File: config.mk
export PLATFORM = sky130hd
export DESIGN_NAME = boot_mode_ctrl
export DESIGN_NICKNAME = d
export VERILOG_FILES = /design/src/rtl/boot_ctl_pkg.sv /design/src/rtl/boot_strap_latch.sv /design/src/rtl/boot_ctl_reg.sv /design/src/rtl/boot_region_dec.sv /design/src/rtl/boot_mode_ctrl.sv
export SDC_FILE = /design/constraint.sdc
export NUM_CORES = 1
export LEC_CHECK = 0
export BUFFER_PORTS_ARGS = -buffer_cell sky130_fd_sc_hd__buf_2
export CORE_MARGIN = 2
export CORE_UTILIZATION = 35
export DETAILED_ROUTE_END_ITERATION = 7
export PLACE_DENSITY = 0.83
export SLEW_MARGIN = 5
export SYNTH_ARGS = -nofsm -noshare
export SYNTH_HDL_FRONTEND = slang
export SYNTH_SLANG_ARGS = --single-unit
File: constraint.sdc
create_clock -name clk -period 3.1 [get_ports clk]
set_input_delay 0.31 -clock clk [delete_from_list [all_inputs] [get_ports clk]]
set_output_delay 0.31 -clock clk [all_outputs]
set_load 0.005 [all_outputs]
File: src/rtl/boot_ctl_pkg.sv
package boot_ctl_pkg;

    typedef enum logic [1:0] {
        SRC_HOST_RAM = 2'b00,
        SRC_ROM      = 2'b01,
        SRC_EXT      = 2'b10
    } boot_src_e;

    localparam int unsigned CTL_W       = 8;
    localparam int unsigned CTL_ROM_BIT = 7;

endpackage

File: src/rtl/boot_strap_latch.sv
module boot_strap_latch #(
    parameter int unsigned          N_CORES = 2,
    parameter int unsigned          HA_W    = 16,
    parameter logic [HA_W-1:0]      REL_ADDR = 16'h002F
) (
    input  logic               clk,
    input  logic               rst_n,
    input  logic               ext_sel_pin,
    input  logic               host_nomux_pin,
    input  logic               subsys_pin_i,
    input  logic [N_CORES-1:0] rom_on_pin,
    input  logic               host_we,
    input  logic [HA_W-1:0]    host_addr,
    output logic               ext_q,
    output logic               nomux_q,
    output logic               sub_b_q,
    output logic [N_CORES-1:0] rom_on_q,
    output logic               released_q,
    output logic               release_evt
);

    typedef struct packed {
        logic               ext;
        logic               nomux;
        logic               sub_b;
        logic [N_CORES-1:0] rom_on;
        logic               released;
    } strap_st_t;

    strap_st_t st_d, st_q;

    always_comb begin
        release_evt = rst_n && !st_q.ext && !st_q.released &&
                      host_we && (host_addr == REL_ADDR);
        st_d = st_q;
        if (!rst_n) begin
            st_d.ext      = ext_sel_pin;
            st_d.nomux    = host_nomux_pin;
            st_d.sub_b    = subsys_pin_i;
            st_d.rom_on   = rom_on_pin;
            st_d.released = 1'b0;
        end else if (st_q.ext) begin
            st_d.released = 1'b1;
        end else if (release_evt) begin
            st_d.released = 1'b1;
        end
    end

    always_ff @(posedge clk) begin
        st_q <= st_d;
    end

    assign ext_q      = st_q.ext;
    assign nomux_q    = st_q.nomux;
    assign sub_b_q    = st_q.sub_b;
    assign rom_on_q   = st_q.rom_on;
    assign released_q = st_q.released;

endmodule

File: src/rtl/boot_ctl_reg.sv
module boot_ctl_reg
    import boot_ctl_pkg::*;
(
    input  logic             clk,
    input  logic             rst_n,
    input  logic             ext_sel_pin,
    input  logic             rom_on_pin,
    input  logic             rom_clr,
    input  logic             cpu_we,
    input  logic [CTL_W-1:0] cpu_wdata,
    output logic [CTL_W-1:0] ctl_q
);

    localparam logic [CTL_W-1:0] ROM_MASK = CTL_W'(1) << CTL_ROM_BIT;

    logic [CTL_W-1:0] ctl_d, ctl_r_q;

    always_comb begin
        ctl_d = ctl_r_q;
        if (!rst_n) begin
            ctl_d              = '0;
            ctl_d[CTL_ROM_BIT] = ext_sel_pin ? rom_on_pin : 1'b1;
        end else begin
            if (rom_clr) begin
                ctl_d = ctl_d & ~ROM_MASK;
            end
            if (cpu_we) begin
                // flag may only fall: AND the written bit with the held one
                ctl_d = (cpu_wdata & ~ROM_MASK) | (ctl_d & cpu_wdata & ROM_MASK);
            end
        end
    end

    always_ff @(posedge clk) begin
        ctl_r_q <= ctl_d;
    end

    assign ctl_q = ctl_r_q;

endmodule

File: src/rtl/boot_region_dec.sv
module boot_region_dec #(
    parameter int unsigned         PADDR_W   = 19,
    parameter logic [PADDR_W-1:0]  WIN_BASE  = 19'h0E000,
    parameter int unsigned         WIN_WORDS = 8192
) (
    input  logic [PADDR_W-1:0] paddr,
    input  logic               rom_mapped,
    output logic               rom_sel,
    output logic               ram_sel
);

    localparam logic [PADDR_W-1:0] WIN_LAST = WIN_BASE + PADDR_W'(WIN_WORDS - 1);

    logic in_win;

    always_comb begin
        in_win  = (paddr >= WIN_BASE) && (paddr <= WIN_LAST);
        rom_sel = in_win &&  rom_mapped;
        ram_sel = in_win && !rom_mapped;
    end

endmodule

File: src/rtl/boot_mode_ctrl.sv
module boot_mode_ctrl
    import boot_ctl_pkg::*;
#(
    parameter int unsigned         N_CORES   = 2,
    parameter int unsigned         PADDR_W   = 19,
    parameter int unsigned         HA_W      = 16,
    parameter logic [HA_W-1:0]     REL_ADDR  = 16'h002F,
    parameter logic [PADDR_W-1:0]  BOOT_VEC  = 19'h0FF80,
    parameter logic [PADDR_W-1:0]  WIN_BASE  = 19'h0E000,
    parameter int unsigned         WIN_WORDS = 8192
) (
    input  logic                         clk,
    input  logic                         rst_n,
    input  logic                         ext_sel_pin,
    input  logic                         host_nomux_pin,
    input  logic                         subsys_pin_i,
    input  logic [N_CORES-1:0]           rom_on_pin,
    input  logic                         host_we,
    input  logic [HA_W-1:0]              host_addr,
    input  logic [N_CORES-1:0]           cpu_we,
    input  logic [N_CORES*CTL_W-1:0]     cpu_wdata,
    input  logic [N_CORES*PADDR_W-1:0]   core_paddr,
    input  logic                         ext_addr_msb,
    output logic                         ext_mode,
    output logic                         host_nomux,
    output logic [N_CORES-1:0]           host_slave_en,
    output logic [N_CORES-1:0]           core_rst_n,
    output logic [N_CORES*CTL_W-1:0]     ctl_reg,
    output logic [N_CORES-1:0]           rom_mapped,
    output logic [N_CORES*2-1:0]         boot_src,
    output logic [N_CORES*PADDR_W-1:0]   boot_vec,
    output logic [N_CORES-1:0]           rom_sel,
    output logic [N_CORES-1:0]           ram_sel,
    output logic                         subsys_pin_oe,
    output logic                         subsys_pin_o
);

    logic               ext_q, nomux_q, sub_b_q, released_q, release_evt;
    logic [N_CORES-1:0] rom_on_q;

    boot_strap_latch #(
        .N_CORES  (N_CORES),
        .HA_W     (HA_W),
        .REL_ADDR (REL_ADDR)
    ) u_strap (
        .clk            (clk),
        .rst_n          (rst_n),
        .ext_sel_pin    (ext_sel_pin),
        .host_nomux_pin (host_nomux_pin),
        .subsys_pin_i   (subsys_pin_i),
        .rom_on_pin     (rom_on_pin),
        .host_we        (host_we),
        .host_addr      (host_addr),
        .ext_q          (ext_q),
        .nomux_q        (nomux_q),
        .sub_b_q        (sub_b_q),
        .rom_on_q       (rom_on_q),
        .released_q     (released_q),
        .release_evt    (release_evt)
    );

    assign ext_mode      = ext_q;
    assign host_nomux    = nomux_q;
    assign subsys_pin_oe = ext_q;
    assign subsys_pin_o  = ext_q & ext_addr_msb;

    for (genvar c = 0; c < N_CORES; c++) begin : g_core
        logic [CTL_W-1:0] ctl_c;

        boot_ctl_reg u_ctl (
            .clk         (clk),
            .rst_n       (rst_n),
            .ext_sel_pin (ext_sel_pin),
            .rom_on_pin  (rom_on_pin[c]),
            .rom_clr     (release_evt),
            .cpu_we      (cpu_we[c]),
            .cpu_wdata   (cpu_wdata[c*CTL_W +: CTL_W]),
            .ctl_q       (ctl_c)
        );

        assign ctl_reg[c*CTL_W +: CTL_W] = ctl_c;
        assign rom_mapped[c]             = ext_q & ctl_c[CTL_ROM_BIT];
        assign core_rst_n[c]             = released_q;
        assign boot_vec[c*PADDR_W +: PADDR_W] = BOOT_VEC;
        assign host_slave_en[c]          = !ext_q && (c == int'(sub_b_q));

        always_comb begin
            if (!ext_q)
                boot_src[2*c +: 2] = SRC_HOST_RAM;
            else if (rom_on_q[c])
                boot_src[2*c +: 2] = SRC_ROM;
            else
                boot_src[2*c +: 2] = SRC_EXT;
        end

        boot_region_dec #(
            .PADDR_W   (PADDR_W),
            .WIN_BASE  (WIN_BASE),
            .WIN_WORDS (WIN_WORDS)
        ) u_dec (
            .paddr      (core_paddr[c*PADDR_W +: PADDR_W]),
            .rom_mapped (ext_q & ctl_c[CTL_ROM_BIT]),
            .rom_sel    (rom_sel[c]),
            .ram_sel    (ram_sel[c])
        );
    end

endmodule

==> flow_summary.yaml <==
timing:
  tns_ns: 0
  slew_violations: 0
  setup_viol: 0
  finalClockSkew_ns: 0.0001631
  min_period_over_period_pct: 52.59
  whs_ns: 0.2279
  fmax_mhz: 613.4
  rsz0062_at_grt: "false"
  fin_crit_ns: 1.630
  worst_slack_ns: 1.470
  hold_viol_final: 0
clock_tree:
  cts_tree: "done"
  cts-root-buf: "clkbuf_8"
  clock_latency_ns: 0.26
  holdBufCountCts: 0
  cts_resized: 0
  clkSinkCount: 22
  htree_levels: 1
  clockBufferDepth: 2
  cts_made_buffers: 3
  path_clk_slew_ns: 0.07
  post_cts_buffers: 0
yosys:
  synth_async_sr_flop_share_pct: 0
  synth_top_area_cell: "buf_4"
  synth_cells: 140
  avgSynthCellArea_um2: 9.223
  netlist_top_cells_count: "buf_4 (47), nor2_1 (20), dfxtp_1 (17), mux2i_1 (14), edfxtp_1 (5)"
  yosys.cell_types.count: 25
  netlist_area_um2: 1291
  synth_top_area_share_pct: 27.33
  synth_edf_count: 5
  synth.top_cells.by_area: "buf_4 (27%), dfxtp_1 (26%), edfxtp_1 (12%), mux2i_1 (11%), nor2_1 (5.8%)"
  synth_most_common_cell: "buf_4"
  ys_seq_area_share_pct: 37.98
  synth-main-ff-cell: "dfxtp_1"
  ys_seq_elements: 22
  ys.warnings.count: 0
detailed_routing:
  num_vias: 1073
  wl_met2_um: 1338
  wl_per_cell_um: 9.751
  vias_per_cell: 4.049
  dr_wl_met3_um: 289
  drtIter0Drc: 13
  route.detailed.drc: 0
  top_layer: "met4"
  dr.pass1.iters: 4
  met1_length_um: 909
  antenna_left: 0
  wl_um: 2584
global_route:
  grt_max_degree: 23
  first_global_vias: 1012
  antenna_found_initial: 0
  grt_overflow: 0
  grt_usage_pct: 12.31
  grt_pass1_wl_um: 4077
setup_path:
  reg2reg_depth: 3
  startpoint_type: "flop"
  path_cells: "or4b_4, nor4_4, nor3_1"
  crit_fanout: 13
  crit_family: "simple AND/OR/NAND/NOR gates"
  cp-startpoint: "u_strap.ext_q"
  endpoint: "g_core[1].u_ctl.ctl_q[7]"
  critPathCaptureType: "flop"
  cp_num_cells: 3
  arrival_ns: 1.77
  crit_buf_inv: 0
  r2r_start: "u_strap.ext_q"
  critical_path_required_ns: 3.24
  slowest_stage: "or4b_4"
  cpPeakStageDelay_ns: 0.55
  worst-r2r-setup-slack_ns: 1.47
  crit_type: "reg2reg"
  r2r-end: "g_core[1].u_ctl.ctl_q[7]"
final_layout:
  multi_input_area_um2: 556.8
  fillers: 361
  fin_util_pct: 44.76
  area_delta_synth_final_pct: 25.00
  regArea_um2: 490.5
  layout-drive-gt1-share_pct: 44.24
  nets: 299
  diodes: 0
power:
  leakagePower_nw: 0.9188
  seq_power_share_pct: 50.5
  p_switching_mw: 0.1577
  pwr-share-comb_pct: 18.3
  power_density_nw_per_um2: 400.2
  peakVddDrop_uv: 323.2
  p_int_mw: 0.4882
  p_clk_share_pct: 31.2
  switching_share_pct: 24.42
run_status:
  outcome: "complete, no violations"
floorplanning:
  die_area_um2: 4191
  fp.dieW_um: 64.74
  row_count: 22
  io_pins: 153
  core_area_um2: 3606
  initial_core_util_pct: 35.81
  die_y_um: 64.74
place:
  port_buffers: 88
  gp_congestion: 0.6700
  dpl.hpwl_um: 2131
  place_ws_ns: 1.473
job:
  maxCapViolCount: 0
hold_path:
  hold_class: "in2reg"
[worst min path at each step]
stage / endpoint / start / slack, ns / cells past startpoint
CTS: u_strap.sub_b_q / subsys_pin_i / 0.23 / 1
floorplan: u_strap.ext_q / ext_sel_pin / 0.41 / 0
global placement: flop / flop / 0.47 / 2
global route: u_strap.sub_b_q / subsys_pin_i / 0.22 / 1
finish: u_strap.sub_b_q / subsys_pin_i / 0.23 / 1
detailed placement: flop / flop / 0.48 / 2
[cell usage in the layout (no fill, tap or decap)]
master,n
and2_1,3
edfxtp_1,5
buf_2,88
nand2b_1,3
dfxtp_1,17
clkbuf_8,4
or4_4,1
nor3_1,2
nand4_1,1
nand4b_1,1
nand3_1,2
a21oi_1,2
nor4_1,1
conb_1,38
o21ai_0,1
nor4b_1,2
nand2_1,2
inv_1,2
inv_2,1
nor3b_1,2
or4b_4,1
mux2i_1,14
nor4_4,1
nor2b_1,3
nor2_1,20
[metrics by stage]
stage          std cells  power (mW)  instance area [um2]
2_1_floorplan        176      0.4272                 1426
3_3_place_gp         261      0.4471                 1559
3_5_place_dp         261      0.4508                 1559
4_1_cts              265      0.6477                 1614
5_1_grt              265      0.6764                 1614
6_report             265      0.6460                 1614
[cells by family (layout without fill, tap and decap cells)]
kind of cell	after synthesis	after routing	synth area share, %
compound gates	3	3	1.162
simple gates	45	45	20.06
other cells	2	38	0.5816
buf+inv	54	95	29.36
flops	22	22	37.98
mux	14	14	10.85
[metal layers]
| layer | GRT usage [%] | up-vias |
|---|---|---|
| li1 | - | 524 |
| met1 | 11.52 | 476 |
| met2 | 24.48 | 69 |
| met3 | 2.604 | 4 |
| met4 | 6.383 | 0 |
| met5 | 0 | - |
[worst register-to-register path: cells and delay by family (launching register included)]
kind	cells	cell delay [ns]
DFF	1	0.54
and+or+nand+nor	3	0.97
[final cells by class]
type | count | share of cell area [%]
Timing Repair Buffer | 88 | 27.29
Multi-Input combinational cell | 100 | 34.50
Sequential cell | 22 | 30.39
Inverter | 3 | 0.6977
Tap cell | 48 | 3.721
Clock buffer | 4 | 3.411
[power by group through the flow]
stage	logic [mW]	clock network, mW	registers (mW)
floorplan	0.0963	0	0.331
global placement	0.115	0	0.332
detailed placement	0.119	0	0.332
CTS	0.119	0.202	0.326
global route	0.133	0.214	0.329
finish	0.118	0.202	0.326
No activity file was read; power rests on OpenSTA's default activity.
